**src/rtl/nia_pkg.sv**
```systemverilog
package nia_pkg;
  typedef enum logic [2:0] {
    STEP_IDLE  = 3'd0,
    STEP_FLAGS = 3'd1,
    STEP_CSR   = 3'd2,
    STEP_PC_HI = 3'd3,
    STEP_PC_LO = 3'd4
  } pop_step_e;
endpackage

```
**src/rtl/nia_prio_pick.sv**
```systemverilog
// Lowest-index set bit finder.
module nia_prio_pick #(
  parameter int N  = 8,
  localparam int LW = (N > 1) ? $clog2(N) : 1
) (
  input  logic [N-1:0]  vec_i,
  output logic          valid_o,
  output logic [LW-1:0] idx_o
);
  always_comb begin
    idx_o = '0;
    for (int i = N - 1; i >= 0; i--) begin
      if (vec_i[i]) idx_o = LW'(i);
    end
  end

  assign valid_o = |vec_i;
endmodule

```
**src/rtl/nia_nest_reg.sv**
```systemverilog
// One bit per level left by a grant; pop yields lowest set level.
module nia_nest_reg #(
  parameter int N  = 8,
  localparam int LW = $clog2(N)
) (
  input  logic          clk_i,
  input  logic          rst_ni,
  input  logic          push_i,
  input  logic [LW-1:0] push_lvl_i,
  input  logic          pop_i,
  output logic [LW-1:0] restore_lvl_o
);
  logic [N-1:0]  nest_q;
  logic          any_set;
  logic [LW-1:0] low_idx;

  nia_prio_pick #(.N(N)) u_pick (
    .vec_i  (nest_q),
    .valid_o(any_set),
    .idx_o  (low_idx)
  );

  assign restore_lvl_o = any_set ? low_idx : LW'(N - 1);

  always_ff @(posedge clk_i or negedge rst_ni) begin
    if (!rst_ni) begin
      nest_q <= '0;
    end else if (push_i) begin
      nest_q[push_lvl_i] <= 1'b1;
    end else if (pop_i && any_set) begin
      nest_q[low_idx] <= 1'b0;
    end
  end

  // a level being left is never already recorded
  a_r5_push_fresh: assert property (@(posedge clk_i) disable iff (!rst_ni)
    push_i |-> !nest_q[push_lvl_i]);
  // grant and return completion never coincide
  a_r8_no_push_pop: assert property (@(posedge clk_i) disable iff (!rst_ni)
    !(push_i && pop_i));
endmodule

```
**src/rtl/nia_ret_seq.sv**
```systemverilog
// Return pop sequencer: flags, optional CSR, PC high, PC low.
module nia_ret_seq
  import nia_pkg::*;
(
  input  logic      clk_i,
  input  logic      rst_ni,
  input  logic      start_i,
  input  logic      csr_en_i,
  output logic      busy_o,
  output logic      done_o,
  output pop_step_e step_o
);
  pop_step_e step_q, step_d;
  logic      csr_q;

  always_comb begin
    step_d = step_q;
    unique case (step_q)
      STEP_IDLE:  if (start_i) step_d = STEP_FLAGS;
      STEP_FLAGS: step_d = csr_q ? STEP_CSR : STEP_PC_HI;
      STEP_CSR:   step_d = STEP_PC_HI;
      STEP_PC_HI: step_d = STEP_PC_LO;
      STEP_PC_LO: step_d = STEP_IDLE;
      default:    step_d = STEP_IDLE;
    endcase
  end

  always_ff @(posedge clk_i or negedge rst_ni) begin
    if (!rst_ni) begin
      step_q <= STEP_IDLE;
      csr_q  <= 1'b0;
    end else begin
      step_q <= step_d;
      if (step_q == STEP_IDLE && start_i) csr_q <= csr_en_i;
    end
  end

  assign busy_o = (step_q != STEP_IDLE);
  assign done_o = (step_q == STEP_PC_LO);
  assign step_o = step_q;

  a_r6_start_flags: assert property (@(posedge clk_i) disable iff (!rst_ni)
    (step_q == STEP_IDLE && start_i) |=> step_q == STEP_FLAGS);
  a_r6_after_flags: assert property (@(posedge clk_i) disable iff (!rst_ni)
    step_q == STEP_FLAGS |=> (step_q == STEP_CSR || step_q == STEP_PC_HI));
  a_r6_csr_from_flags: assert property (@(posedge clk_i) disable iff (!rst_ni)
    step_q == STEP_CSR |-> $past(step_q) == STEP_FLAGS);
  a_r6_hi_then_lo: assert property (@(posedge clk_i) disable iff (!rst_ni)
    step_q == STEP_PC_HI |=> step_q == STEP_PC_LO);
  a_r6_lo_then_idle: assert property (@(posedge clk_i) disable iff (!rst_ni)
    step_q == STEP_PC_LO |=> step_q == STEP_IDLE);
endmodule

```
**src/rtl/nest_irq_arb.sv**
```systemverilog
module nest_irq_arb
  import nia_pkg::*;
#(
  parameter int NUM_LVL = 8,
  localparam int LW = $clog2(NUM_LVL)
) (
  input  logic               clk_i,
  input  logic               rst_ni,
  input  logic [NUM_LVL-1:0] req_i,
  input  logic               ei_i,
  input  logic               iret_i,
  input  logic               csr_save_i,
  output logic [NUM_LVL-1:0] ack_o,
  output logic [LW-1:0]      ack_id_o,
  output logic [LW-1:0]      cpl_o,
  output logic               ien_o,
  output logic [2:0]         pop_step_o
);
  localparam logic [LW-1:0] MAIN_LVL = LW'(NUM_LVL - 1);

  logic [LW-1:0]      cpl_q;
  logic               ien_q;
  logic [NUM_LVL-1:0] ack_q;
  logic [LW-1:0]      ack_id_q;

  logic [NUM_LVL-1:0] elig;
  logic               any_elig;
  logic [LW-1:0]      win_idx;
  logic               grant;
  logic               start;
  logic               busy;
  logic               done;
  logic [LW-1:0]      restore_lvl;
  pop_step_e          step;

  for (genvar g = 0; g < NUM_LVL; g++) begin : g_elig
    assign elig[g] = req_i[g] && (LW'(g) < cpl_q);
  end

  nia_prio_pick #(.N(NUM_LVL)) u_req_pick (
    .vec_i  (elig),
    .valid_o(any_elig),
    .idx_o  (win_idx)
  );

  assign grant = ien_q && any_elig && !busy && !iret_i;
  assign start = iret_i && !busy;

  nia_nest_reg #(.N(NUM_LVL)) u_nest (
    .clk_i        (clk_i),
    .rst_ni       (rst_ni),
    .push_i       (grant),
    .push_lvl_i   (cpl_q),
    .pop_i        (done),
    .restore_lvl_o(restore_lvl)
  );

  nia_ret_seq u_ret (
    .clk_i   (clk_i),
    .rst_ni  (rst_ni),
    .start_i (start),
    .csr_en_i(csr_save_i),
    .busy_o  (busy),
    .done_o  (done),
    .step_o  (step)
  );

  always_ff @(posedge clk_i or negedge rst_ni) begin
    if (!rst_ni) begin
      cpl_q    <= MAIN_LVL;
      ien_q    <= 1'b0;
      ack_q    <= '0;
      ack_id_q <= '0;
    end else begin
      ack_q <= '0;
      if (grant) begin
        cpl_q    <= win_idx;
        ien_q    <= 1'b0;
        ack_q    <= NUM_LVL'(1) << win_idx;
        ack_id_q <= win_idx;
      end else if (done) begin
        cpl_q <= restore_lvl;
        ien_q <= 1'b1;
      end else if (ei_i) begin
        ien_q <= 1'b1;
      end
    end
  end

  assign ack_o      = ack_q;
  assign ack_id_o   = ack_id_q;
  assign cpl_o      = cpl_q;
  assign ien_o      = ien_q;
  assign pop_step_o = step;

  a_r2_grant_needs_ien: assert property (@(posedge clk_i) disable iff (!rst_ni)
    (|ack_o) |-> $past(ien_q));
  a_r2_ien_cleared: assert property (@(posedge clk_i) disable iff (!rst_ni)
    (|ack_o) |-> !ien_o);
  a_r3_req_below_cpl: assert property (@(posedge clk_i) disable iff (!rst_ni)
    (|ack_o) |-> (ack_id_o < $past(cpl_q)) && (($past(req_i) & ack_o) != '0));
  a_r4_onehot: assert property (@(posedge clk_i) disable iff (!rst_ni)
    $onehot0(ack_o));
  a_r4_lowest_wins: assert property (@(posedge clk_i) disable iff (!rst_ni)
    (|ack_o) |-> (($past(req_i) & (ack_o - NUM_LVL'(1))) == '0));
  a_r4_one_cycle: assert property (@(posedge clk_i) disable iff (!rst_ni)
    (|ack_o) |=> (ack_o == '0));
  a_r5_cpl_follows: assert property (@(posedge clk_i) disable iff (!rst_ni)
    (|ack_o) |-> cpl_o == ack_id_o);
  a_r7_ien_after_ret: assert property (@(posedge clk_i) disable iff (!rst_ni)
    done |=> ien_q);
  a_r8_no_ack_busy: assert property (@(posedge clk_i) disable iff (!rst_ni)
    busy |-> (ack_o == '0));
endmodule

```
**config.mk**
```make
export PLATFORM = sky130hd
export DESIGN_NAME = nest_irq_arb
export DESIGN_NICKNAME = d
export VERILOG_FILES = /design/src/rtl/nia_pkg.sv /design/src/rtl/nia_prio_pick.sv /design/src/rtl/nia_nest_reg.sv /design/src/rtl/nia_ret_seq.sv /design/src/rtl/nest_irq_arb.sv
export SDC_FILE = /design/constraint.sdc
export NUM_CORES = 1
export LEC_CHECK = 0
export ABC_AREA = 0
export BUFFER_PORTS_ARGS = -buffer_cell sky130_fd_sc_hd__buf_2
export CAP_MARGIN = 0
export CORE_MARGIN = 10
export CORE_UTILIZATION = 40
export DETAILED_ROUTE_END_ITERATION = 10
export PLACE_DENSITY = 0.69
export SLEW_MARGIN = 20
export SYNTH_ARGS = -nofsm -noshare
export SYNTH_HDL_FRONTEND = slang
export SYNTH_HIERARCHICAL = 1
export SYNTH_SLANG_ARGS = --single-unit
```
**constraint.sdc**
```tcl
create_clock -name clk_i -period 2.4 [get_ports clk_i]
set_input_delay 0.48 -clock clk_i [delete_from_list [all_inputs] [get_ports clk_i]]
set_output_delay 0.48 -clock clk_i [all_outputs]
set_load 0.01 [all_outputs]
```
==> Word level (Yosys, flattened, before mapping) <==
Cells that the tools add are included.
{ "word_totals": {"ff_bits": 27, "elab_cells": 85, "out_inout_bits": 18, "input_bits": 13} }
{ "op_classes": {"bitwise_logic": 3, "n_eq_ne": 5, "shift": 1, "n_reduce_logical": 25, "magnitude_cmp": 12, "mux": 32} }
{ "op_table": {"columns": ["cell", "n"], "rows": [
  ["two-way mux 3 bit", 20],
  ["two-way mux 8 bit", 3],
  ["logical AND 1 bit", 16],
  ["OR reduction 8 bit", 2],
  ["< comparator 3 bit, first input constant", 4],
  ["one-hot mux 3 bit (4 select lines)", 1],
  ["AND 8 bit", 1],
  ["< comparator 3 x 4 -> 1 bit, second input constant", 2],
  ["inverter 8 bit", 1],
  ["bitwise OR 8 bit", 1],
  ["left shift 1 x 3 -> 8 bit, first input constant", 1],
  ["demux 1 bit (select 3 bit)", 2],
  ["equality test 3 x 2 -> 1 bit, second input constant", 2],
  ["greater-or-equal comparator 3 x 1 -> 1 bit, second input constant", 2],
  ["< comparator 1 x 3 -> 1 bit, first input constant", 2],
  ["< comparator 2 x 3 -> 1 bit, first input constant", 2],
  ["two-way mux 1 bit", 6],
  ["nonzero test 3 bit", 2],
  ["nonzero test 2 bit", 2],
  ["equality test 3 x 1 -> 1 bit, second input constant", 1],
  ["equality test 3 bit, second input constant", 1],
  ["logical NOT 3 bit", 1],
  ["logical NOT 1 bit", 2],
  ["!= test 2 x 1 -> 1 bit, second input constant", 1]
]} }

==> Logic depth before layout (Yosys ltp) <==
Gate-level depths: netlist of run 1.
{ "logic_depth": {"ltp_word": 16, "depth_mapped": 11, "ltp_nobuf": 9} }

==> By module <==
The synthesis of run 1 kept the hierarchy.
{ "by_module_without_submodules": {"columns": ["module", "cells_each", "n_inst", "seq_area_each_um2", "area_each_um2"], "rows": [
  ["nest_irq_arb", 50, 1, 379.1, 695.7],
  ["nia_nest_reg", 42, 1, 200.2, 397.9],
  ["nia_ret_seq", 15, 1, 100.1, 182.7],
  ["nia_prio_pick", 13, 2, 0.0, 81.3]
]} }

==> Worst setup path before layout of run 1 <==
OpenSTA, ideal clock, no wires.
{ "synth_path": {"path_type": "register to register", "startpoint": "reg cpl_q[2] (netlist: cpl_o[2])", "endpoint": "reg ack_q[3] (netlist: ack_o[3])", "required_time_ns": 2.305, "slack_ns": 0.068, "arrival_ns": 2.236, "setup_time_ns": 0.095, "synth_period_minus_slack_ns": 2.332, "n_path_buf": 0, "stages_incl_launch_ff": 6, "path_cell_list": "dfstp_2 > and3_1 > a21oi_1 > o41ai_1 > inv_2 > nor4b_2"} }
{ "synth_via": {"elab_cells_between_ends": 30, "classes_between": "order compare: 8; shift: 1; mux: 9; reduce/logical: 12"} }
{ "synth_rtl": {"columns": ["item", "line_no", "text"], "rows": [
  ["start, declared", "nest_irq_arb.sv:21", "logic [LW-1:0] cpl_q;"],
  ["start signal, assigned", "nest_irq_arb.sv:77", "cpl_q <= win_idx;"],
  ["start signal, assigned", "nest_irq_arb.sv:82", "cpl_q <= restore_lvl;"],
  ["< comparator 3 bit", "nest_irq_arb.sv:37", "assign elig[g] = req_i[g] && (LW'(g) < cpl_q);"],
  ["logical AND 1 bit", "nest_irq_arb.sv:37", null],
  ["named net elig[5]", "nest_irq_arb.sv:26", "logic [NUM_LVL-1:0] elig;"],
  ["two-way mux 3 bit (6 in series)", "nia_prio_pick.sv:13", "if (vec_i[i]) idx_o = LW'(i);"],
  ["named net win_idx[0]", "nest_irq_arb.sv:28", "logic [LW-1:0] win_idx;"],
  ["left shift 1 x 3 -> 8 bit", "nest_irq_arb.sv:79", "ack_q <= NUM_LVL'(1) << win_idx;"],
  ["two-way mux 8 bit", "nest_irq_arb.sv:76", "if (grant) begin"],
  ["end signal, assigned", "nest_irq_arb.sv:79", null],
  ["end, declared", "nest_irq_arb.sv:23", "logic [NUM_LVL-1:0] ack_q;"]
]} }
The timed path passes the listed nets, and every way through them passes these cells.
A chain may end at the register's enable or synchronous reset.

==> Worst setup path in the final report of run 1 <==
{ "layout_path": {"startpoint": "reg cpl_q[1] (netlist: cpl_o[1])", "endpoint": "reg u_nest.nest_q[0]"} }
{ "layout_via": {"elab_chain_len": 7, "elab_cells_between_ends": 28, "classes_between": "order compare: 10; mux: 3; bitwise: 1; reduce/logical: 14"} }
{ "layout_rtl": {"columns": ["item", "line_no", "text"], "rows": [
  ["< comparator 3 bit (*)", "nest_irq_arb.sv:37", null],
  ["logical AND 1 bit (*)", "nest_irq_arb.sv:37", null],
  ["named net elig[4]", "nest_irq_arb.sv:26", null],
  ["OR reduction 8 bit (*)", "nia_prio_pick.sv:17", "assign valid_o = |vec_i;"],
  ["named net any_elig", "nest_irq_arb.sv:27", "logic any_elig;"],
  ["logical AND 1 bit (*) (3 in series)", "nest_irq_arb.sv:46", "assign grant = ien_q && any_elig && !busy && !iret_i;"],
  ["named net grant", "nest_irq_arb.sv:29", "logic grant;"],
  ["two-way mux 8 bit or nonzero test 2 bit (tied branches)", null, null],
  ["end signal, assigned", "nia_nest_reg.sv:27", "nest_q <= '0;"],
  ["end signal, assigned by index", "nia_nest_reg.sv:29", "nest_q[push_lvl_i] <= 1'b1;"],
  ["end signal, assigned by index", "nia_nest_reg.sv:31", "nest_q[low_idx] <= 1'b0;"],
  ["end, declared", "nia_nest_reg.sv:13", "logic [N-1:0] nest_q;"]
]} }
Mark *: on every way through the listed nets, which the timed path passes. The rest lies on a longest branch.

==> results of run 1 <==
per-layer routing:
metal	track usage	share of wire
met5	0	0
met4	0.04225	0.011
met3	0.03041	0.044
met2	0.1774	0.52
met1	0.1152	0.42
cell usage after synthesis, drive strengths merged:
library cell	instances	area, um^2
nor2	8	30.03
nand3	3	15.01
inv	6	22.52
or3b	1	8.760
and3	1	6.260
o21a	1	7.510
nor4	4	50.05
and2	1	6.260
dfstp	3	78.83
and4	1	8.760
nand4bb	2	22.52
nor3	4	25.02
nor4b	3	53.80
conb	1	3.750
dfrtp	24	600.6
o31ai	4	30.03
nor2b	7	43.79
o31a	2	17.52
nor3b	2	15.01
buf	2	22.52
a31oi	3	18.77
o211a	1	10.01
or3	1	7.510
mux2i	2	20.02
nand2	9	33.78
xnor2	1	8.760
o21bai	3	22.52
a21boi	2	15.01
nand4b	1	8.760
o41ai	3	26.28
a21oi	5	25.02
and3b	2	17.52
nand2b	5	31.28
mux2	8	90.09
o21ai	7	35.03
flip-flops by register name (all words and copies together), names as in the netlist:
| signal | count |
|---|---|
| ack_id_o | 3 |
| ack_o | 8 |
| cpl_o | 3 |
| ien_o | 1 |
| u_nest/nest_q | 8 |
| u_ret/csr_q | 1 |
| u_ret/step_o | 3 |
through the flow:
stage | hold WS (ps) | power (mW) | std cells | setup slack (ps) | utilization
5_1_grt | 156.6 | 2.108 | 217 | 15.12 | 0.4952
4_1_cts | 154.6 | 1.962 | 217 | 203.1 | 0.4952
2_1_floorplan | 184.4 | 1.453 | 135 | 68.42 | -
3_3_place_gp | 484.9 | 1.715 | 213 | 187.8 | 0.4872
3_5_place_dp | 497.4 | 1.764 | 213 | 151.2 | 0.4872
6_report | 140.5 | 1.936 | 217 | 195.5 | 0.4952
cell families (layout without fill, tap and decap cells):
| logic type | after synthesis | count (layout) |
|---|---|---|
| AO/OA/AOI/OAI | 31 | 31 |
| XOR/XNOR | 1 | 1 |
| buffers and inverters | 8 | 44 |
| flip-flops | 27 | 27 |
| multiplexers | 10 | 10 |
| other | 1 | 3 |
| AND/OR/NAND/NOR | 55 | 55 |
worst max-delay path, stage by stage, from the launching register on:
cell and delay, ps:
dfstp_2 460, o211a_1 280, nor4_2 300, nand3_1 150, nand4bb_1 150, inv_1 130
nand4bb_1 260, o31ai_1 250, o41ai_1 120
cells in the final DEF, fill, tap and decap left out, types with 3 or more instances in the layout:
master,instances
o31ai_1,4
nor2_1,8
nand2_1,9
dfrtp_1,24
conb_1,3
inv_1,5
buf_4,5
mux2_2,8
nor4_2,4
nor2b_1,7
buf_2,29
o21bai_1,3
nand2b_1,5
a31oi_1,3
nand3_1,3
clkbuf_4,3
dfstp_2,3
o41ai_1,3
o21ai_0,7
nor3_1,3
a21oi_1,5
worst paths after layout:
check,start,to,slack (ps),cells past startpoint
setup / recovery,cpl_o[1],u_nest/nest_q[0],200,8
hold / removal,rst_ni,u_nest/nest_q[1],140,1
setup reg to reg,cpl_o[1],u_nest/nest_q[0],200,8
hold reg to reg,ien_o,ien_o,530,1
max in group asynchronous,rst_ni,cpl_o[0],1870,1
min in group clk_i,ei_i,ien_o,380,2
layout make-up:
type	count	area, um^2	share of cell area
inverter	6	22.52	0.01331
clock buffer	3	22.52	0.01331
clock inverter	1	5.005	0.002959
timing repair buffer	34	182.7	0.1080
multi-input combinational	100	721.9	0.4268
tap	46	57.56	0.03402
sequential	27	679.4	0.4016
power by group:
group / leakage [nW] / internal, mW / total [mW] / switching [mW]
Sequential: 0.339 / 0.630 / 0.830 / 0.200
Clock: 0.0177 / 0.0623 / 0.191 / 0.129
Combinational: 0.428 / 0.429 / 0.915 / 0.486
Total: 0.785 / 1.12 / 1.94 / 0.815
==> flow_summary.yaml, run 1 <==
layout:
  drive_gt1_frac: 0.3450
  diodes: 0
  fill_cells: 344
  area_growth_pct: 17.57
  final_cell_area_um2: 1692
  fin_nets: 185
pwr:
  peakVddDrop_mv: 0.5451
  power.density_nw_per_um2: 1145
  leakage_nw: 0.7848
drt:
  drtIter0Drc: 52
  drt-total-wl_mm: 3.176
  vias: 1147
  routedWlPerCell_um: 14.64
  antenna_left: 0
  dr.pass1.iters: 4
  viasPerCell: 5.286
  drc: 0
sta:
  finalCriticalPeriod_ps: 2204
  min_period_over_period: 0.9185
  worstMarginPinSlew_ps: 587.8
  setup_violations: 0
  setup_tns_ps: 0
  max_freq_mhz: 453.6
  rsz0062_at_grt: "false"
  relSlewSlack: 0.6081
  fin_skew_ps: 3.136
  hold_viol: 0
  drv_slew: 0
yosys:
  synthSimpleGateAreaFrac: 0.2670
  netlist_instances: 133
  synth_fa_ha_area_frac: 0
  synth_seq_cells: 27
  synthesis.area_um2: 1439
  synth.distinct_cells: 38
  ys_seq_area_frac: 0.4722
  synth_compound_area_frac: 0.1443
  ys.warnings.count: 6
  synth-xor-area-share: 0.006087
  synth_top_family_by_area: "simple AND/OR/NAND/NOR gates"
  yosys-mux-area-fraction: 0.07652
  synth.avg_cell_area_um2: 10.82
cts:
  cts.path.max_buffers: 2
  clkLatencyLatePin_ps: 310
  cts_sinks: 27
  h-tree-depth: 1
  hold_buffers: 0
  cts_tree: "yes"
  cts_resized: 0
  root_buffer: "clkbuf_4"
  cts_setup_buffers: 0
  cts_inserted_buffers: 3
  clkTransAtPathRegs_ps: 140
grt:
  grt_usage: 0.1030
  grt_overflow_total: 0
  grt_pass1_vias: 1184
  grt_max_degree: 28
  grt_pass1_wl_mm: 5.457
  grt_antenna_before_repair: 0
critical_path:
  start_kind: "flop"
  worstPathMaxFanout: 13
  path_class: "flop to flop"
  cp.arrival_ps: 2410
  required_ps: 2600
  cp-end-kind: "flop"
outcome:
  status: "finished, final reports clean"
floorplan:
  die_w_um: 79.98
  start_util: 0.4212
  io_pins: 31
  die_y_um: 79.98
  die_area_um2: 6396
  core_area_um2: 3416
  row_count: 21
placed_design:
  gp_congestion: 0.8306
  placed_area_um2: 1664
  hpwl_mm: 2.457
  portBuffers: 29
job:
  cap_violations: 0
worst_hold_path:
  hold_class: "input port to async pin"
(Power assumes the default switching activity.)
==> inputs of run 2 (changes only) <==
ABC_AREA = 1   (was 0)
==> run 2 against run 1 <==
  * Global-route usage down 0.19 points
  * Fmax up 6.7%
  * Critical path depth up 5
  * Largest power group unchanged
  * Largest cell class is now flip-flops and latches
==> flow_summary.yaml, run 2 <==
yosys:
  synthFlopType: "dfrtp_1"
  synth.area.top_cells: "dfrtp_1, nand2_1, inv_1"
  synth.distinct_cells: 24
  synthesis.area_um2: 1528
  synth-edff-count: 0
  synth.avg_cell_area_um2: 7.240
  synth_seq_cells: 27
  ys_seq_area_frac: 0.4447
  synth.top_cells.by_count: "nand2_1, inv_1, dfrtp_1"
  async_flop_share: 1.000
  synth_top_cell_by_area: "dfrtp_1"
  yosysTopAreaCellShare: 0.3931
  yosysMostFrequentCell: "nand2_1"
  netlist_instances: 211
  ys.warnings.count: 6
cts:
  cts_tree: "yes"
  clkTransAtPathRegs_ps: 90
  cts_sinks: 27
  cts_resized: 0
  cts_inserted_buffers: 3
  hold_buffers: 0
  clkLatencyLatePin_ps: 260
  h-tree-depth: 1
  cts_setup_buffers: 0
  root_buffer: "clkbuf_8"
  cts.path.max_buffers: 2
pwr:
  p_sw_frac: 0.4639
  power.density_nw_per_um2: 1131
  seq_power_share: 0.385
  clockPowerShare: 0.127
  p_sw_mw: 0.9327
  pwr-share-comb: 0.487
  peakVddDrop_mv: 0.4795
  p_int_mw: 1.078
  leakage_nw: 1.012
drt:
  vias: 1356
  drtIter0Drc: 82
  viasPerCell: 4.628
  antenna_left: 0
  routedWlPerCell_um: 10.86
  dr.pass1.iters: 4
  drt-total-wl_mm: 3.183
  drc: 0
grt:
  grt_pass1_vias: 1314
  use_met2: 0.1803
  gr-usage-met3: 0.02511
  grt.busiest_layer: "met2"
  grt_pass1_wl_mm: 5.575
  grt_overflow_total: 0
  grt_util_met1: 0.1205
  grt_antenna_before_repair: 0
  grt_usage: 0.1010
  grt_max_degree: 28
placed_design:
  dp.cells: 289
  hpwl_mm: 2.490
  portBuffers: 29
  gp_congestion: 0.8445
floorplan:
  die_w_um: 81.80
  start_util: 0.4142
  io_pins: 31
  die_area_um2: 6691
  core_area_um2: 3689
  row_count: 22
  die_y_um: 81.80
job:
  cap_violations: 0
sta:
  max_freq_mhz: 484.1
  finalCriticalPeriod_ps: 2066
  setup_tns_ps: 0
  rsz0062_at_grt: "false"
  setup_violations: 0
  worstMarginPinSlew_ps: 600.6
  hold_viol: 0
  fin_skew_ps: 3.049
  drv_slew: 0
  relSlewSlack: 0.5996
  min_period_over_period: 0.8608
critical_path:
  worst_r2r_path_depth: 13
  cp.arrival_ps: 2230
  critPathMaxStageDelay_ps: 440
  path_class: "flop to flop"
  path_common_cell: "nand2_1"
  worstPathMaxFanout: 15
  cp-end-kind: "flop"
  crit_chain: "o31a_1 > inv_1 > nand4_1 > inv_1 > nand2_1 > nand2_1 > inv_2 > nand2_4 > inv_1 > nor2_4 > nand2_1 > nand2_1 > nand2_1"
  required_ps: 2560
  slowest_stage: "dfstp_2"
  path_buf_inv: 4
  crit_family: "simple AND/OR/NAND/NOR gates"
  start_kind: "flop"
  worst-path-stages: 13
layout:
  area_growth_pct: 16.38
  diodes: 0
  final_common_cell: "nand2_1"
  finish.utilization: 0.4820
  fill_cells: 400
  fin_nets: 259
  layout_common_cells: "nand2_1, inv_1, buf_2, dfrtp_1, nor2_1"
  drive_gt1_frac: 0.2163
  finalNonFillerCells: 293
worst_hold_path:
  hold_class: "input port to async pin"
outcome:
  status: "finished, final reports clean"
==> run 2: kinds of logic after synthesis <==
family,share of synthesized area
AO/OA/AOI/OAI,0.03849
buffers and inverters,0.1130
flip-flops,0.4447
other,0.002455
AND/OR/NAND/NOR,0.4013
==> run 2: routing by layer <==
metal	part of all wire	vias to the layer above
met5	0	-
met4	0.0044	0
met3	0.046	2
met2	0.49	23
met1	0.45	613
li1	-	718
==> run 2: through the flow <==
| stage | hold slack [ps] | worst slack (ps) | instance area [um^2] | power, mW |
|---|---|---|---|---|
| detailed placement | 457.3 | 232.9 | 1729 | 1.771 |
| global placement | 451.5 | 260.2 | 1729 | 1.751 |
| global route | 239.1 | 55.01 | 1778 | 2.233 |
| floorplan | 184.4 | 490.8 | 1531 | 1.507 |
| CTS | 224.3 | 325.6 | 1778 | 2.033 |
| finish | 208.7 | 334.1 | 1778 | 2.011 |
==> run 2: final timing paths <==
path	start	to	slack (ps)
max	cpl_o[2]	u_nest/nest_q[1]	330
min	rst_ni	ack_o[4]	210
max reg2reg	cpl_o[2]	u_nest/nest_q[1]	330
min reg2reg	u_ret/step_o[2]	u_ret/step_o[2]	460
max in group asynchronous	rst_ni	ack_o[7]	1800
min in group clk_i	ei_i	ien_o	420
==> run 2: cell type report <==
class                   instances  area, um^2  share of cell area
clock inverters                 1       7.507            0.004222
repair buffers                 31       160.2             0.09008
inverters                      40       150.1             0.08445
well taps                      48       60.06             0.03378
multi-input cells             143       679.4              0.3821
clock buffers                   3       41.29             0.02322
flip-flops and latches         27       679.4              0.3821
==> run 2: power groups by stage <==
| stage | registers, mW | clock network [mW] | logic (mW) |
|---|---|---|---|
| 4_1_cts | 0.776 | 0.267 | 0.990 |
| 3_3_place_gp | 0.780 | 0 | 0.971 |
| 2_1_floorplan | 0.797 | 0 | 0.709 |
| 3_5_place_dp | 0.785 | 0 | 0.986 |
| 6_report | 0.775 | 0.256 | 0.980 |
| 5_1_grt | 0.808 | 0.288 | 1.14 |
==> inputs of run 3 (changes only) <==
clock period = 1.8 ns   (was 2.4 ns; I/O delays follow)
==> run 3 against run 2 <==
  * Via count grew 3.9%
  * Sequential power grew 29%
  * Sequential cell count is the same
  * Global-route usage grew 0.66 points
  * Cell count grew 4.4%
  * First-iteration DRC count grew 33%
  * Highest routed layer unchanged
==> flow_summary.yaml, run 3 (synthesized netlist as in run 2, its figures left out) <==
sta:
  max_freq_mhz: 572.8
  rsz0062_at_grt: "true"
  timing.final.ws_setup_ps: 54.29
  fin_skew_ps: 10.34
  setup_tns_ps: 0
  worstMarginPinSlew_ps: 574.8
  finalCriticalPeriod_ps: 1746
  drv_slew: 0
  min_period_over_period: 0.9698
  setup_violations: 0
  hold_viol: 0
  relSlewSlack: 0.6168
floorplan:
  die_area_um2: 6691
  core_area_um2: 3689
  start_util: 0.4142
  die_y_um: 81.80
  die_w_um: 81.80
  row_count: 22
  io_pins: 31
grt:
  grt_antenna_before_repair: 0
  grt_usage: 0.1076
  grt_max_degree: 28
  grt_overflow_total: 0
  grt_pass1_vias: 1346
  grt_pass1_wl_mm: 5.865
drt:
  drc: 0
  vias: 1409
  routedWlPerCell_um: 11.17
  viasPerCell: 4.605
  drtIter0Drc: 109
  drt-total-wl_mm: 3.417
  antenna_left: 0
  dr.pass1.iters: 5
pwr:
  p_sw_mw: 1.335
  leakage_nw: 1.080
  p_sw_frac: 0.4523
  clockPowerShare: 0.123
  peakVddDrop_mv: 0.9722
  seq_power_share: 0.339
  p_int_mw: 1.616
  pwr-share-comb: 0.538
  power.density_nw_per_um2: 1542
  finalPower_mw: 2.951
layout:
  drive_gt1_frac: 0.2868
  final_common_cell: "nand2_1"
  area_growth_pct: 25.22
  fin_nets: 272
  layout_common_cells: "nand2_1, inv_1, buf_2, dfrtp_1, nor2_1"
  diodes: 0
  finish.utilization: 0.5187
critical_path:
  worstPathMaxFanout: 7
  cp.arrival_ps: 1920
  path_buf_inv: 4
  path_common_cell: "nand2_1"
  path_class: "flop to flop"
  required_ps: 1970
  cp-end-kind: "flop"
  worst_r2r_path_depth: 13
  worst-path-stages: 13
  crit_chain: "o31a_1 > inv_1 > nand4_1 > inv_1 > nand2_1 > nand2_1 > inv_2 > nand2_4 > inv_6 > nor2_4 > nand2_1 > nand2_1 > nand2_1"
  start_kind: "flop"
  crit_family: "simple AND/OR/NAND/NOR gates"
  critPathMaxStageDelay_ps: 410
  slowest_stage: "dfstp_2"
cts:
  root_buffer: "clkbuf_8"
  cts_tree: "yes"
  cts_sinks: 27
  clkLatencyLatePin_ps: 280
  cts_inserted_buffers: 3
  cts.path.max_buffers: 2
  clkTransAtPathRegs_ps: 100
  h-tree-depth: 1
job:
  cap_violations: 0
placed_design:
  portBuffers: 29
  hpwl_mm: 2.667
  place_ws_ps: -27.95
  gp_congestion: 0.8070
worst_hold_path:
  hold_class: "input port to async pin"
outcome:
  status: "finished, final reports clean"
-- run 3: changes by cell type in the layout (fill, tap and decap cells not counted) --
cell and change:
buf_4 +12, inv_1 -3, inv_2 +2, inv_6 +2
nand2_1 -2, nand2_2 +2, nand3_1 -2, nand3_2 +2
buf_12 +1, clkinvlp_4 -1, o21ai_1 -1, o21ai_2 +1
-- run 3: power by group through the flow --
stage	logic [mW]	clock network [mW]	registers, mW
6_report	1.59	0.363	1.00
5_1_grt	1.81	0.399	1.04
4_1_cts	1.53	0.370	1.00
3_5_place_dp	1.51	0	1.01
3_3_place_gp	1.49	0	1.01
2_1_floorplan	0.955	0	1.06
-- run 3: worst paths after layout --
kind	startpoint	endpoint	slack, ps
setup / recovery	cpl_o[2]	u_nest/nest_q[6]	50
hold / removal	rst_ni	ack_id_o[2]	60
setup reg to reg	cpl_o[2]	u_nest/nest_q[6]	50
hold reg to reg	u_ret/step_o[2]	u_ret/step_o[2]	470
max in group asynchronous	rst_ni	u_nest/nest_q[6]	1350
min in group clk_i	ei_i	ien_o	290
-- run 3: what timing repair did --
action                                  CTS  global route
gates resized for setup                   0             7
hold endpoints to repair                  0             0
hold buffers                              0             0
pin swaps                                 2            10
buffers inserted                          1             3
gates cloned                              0             0
endpoints found under the setup margin    4            23
-- run 3: stage by stage --
step / instances / area (um^2) / hold slack (ps)
after floorplan: 212 / 1536 / 64.41
after global placement: 298 / 1814 / 396.7
after detailed placement: 298 / 1814 / 401.4
after CTS: 303 / 1872 / 90.90
after global routing: 306 / 1913 / 92.79
final: 306 / 1913 / 61.66
-- run 3: layout make-up --
| cell class | count | area [um^2] |
|---|---|---|
| Fill cell | 374 | 1775 |
| Multi-Input combinational cell | 143 | 698.2 |
| Clock buffer | 3 | 41.29 |
| Clock inverter | 1 | 8.758 |
| Inverter | 40 | 155.1 |
| Tap cell | 48 | 60.06 |
| Timing Repair Buffer | 44 | 270.3 |
| Sequential cell | 27 | 679.4 |
-- run 3: routing by layer --
layer	vias up	global-route usage	routed length, um
li1	745	-	-
met1	640	0.1252	1498
met2	22	0.1944	1748
met3	2	0.03166	160
met4	0	0.01531	10
met5	-	0	0
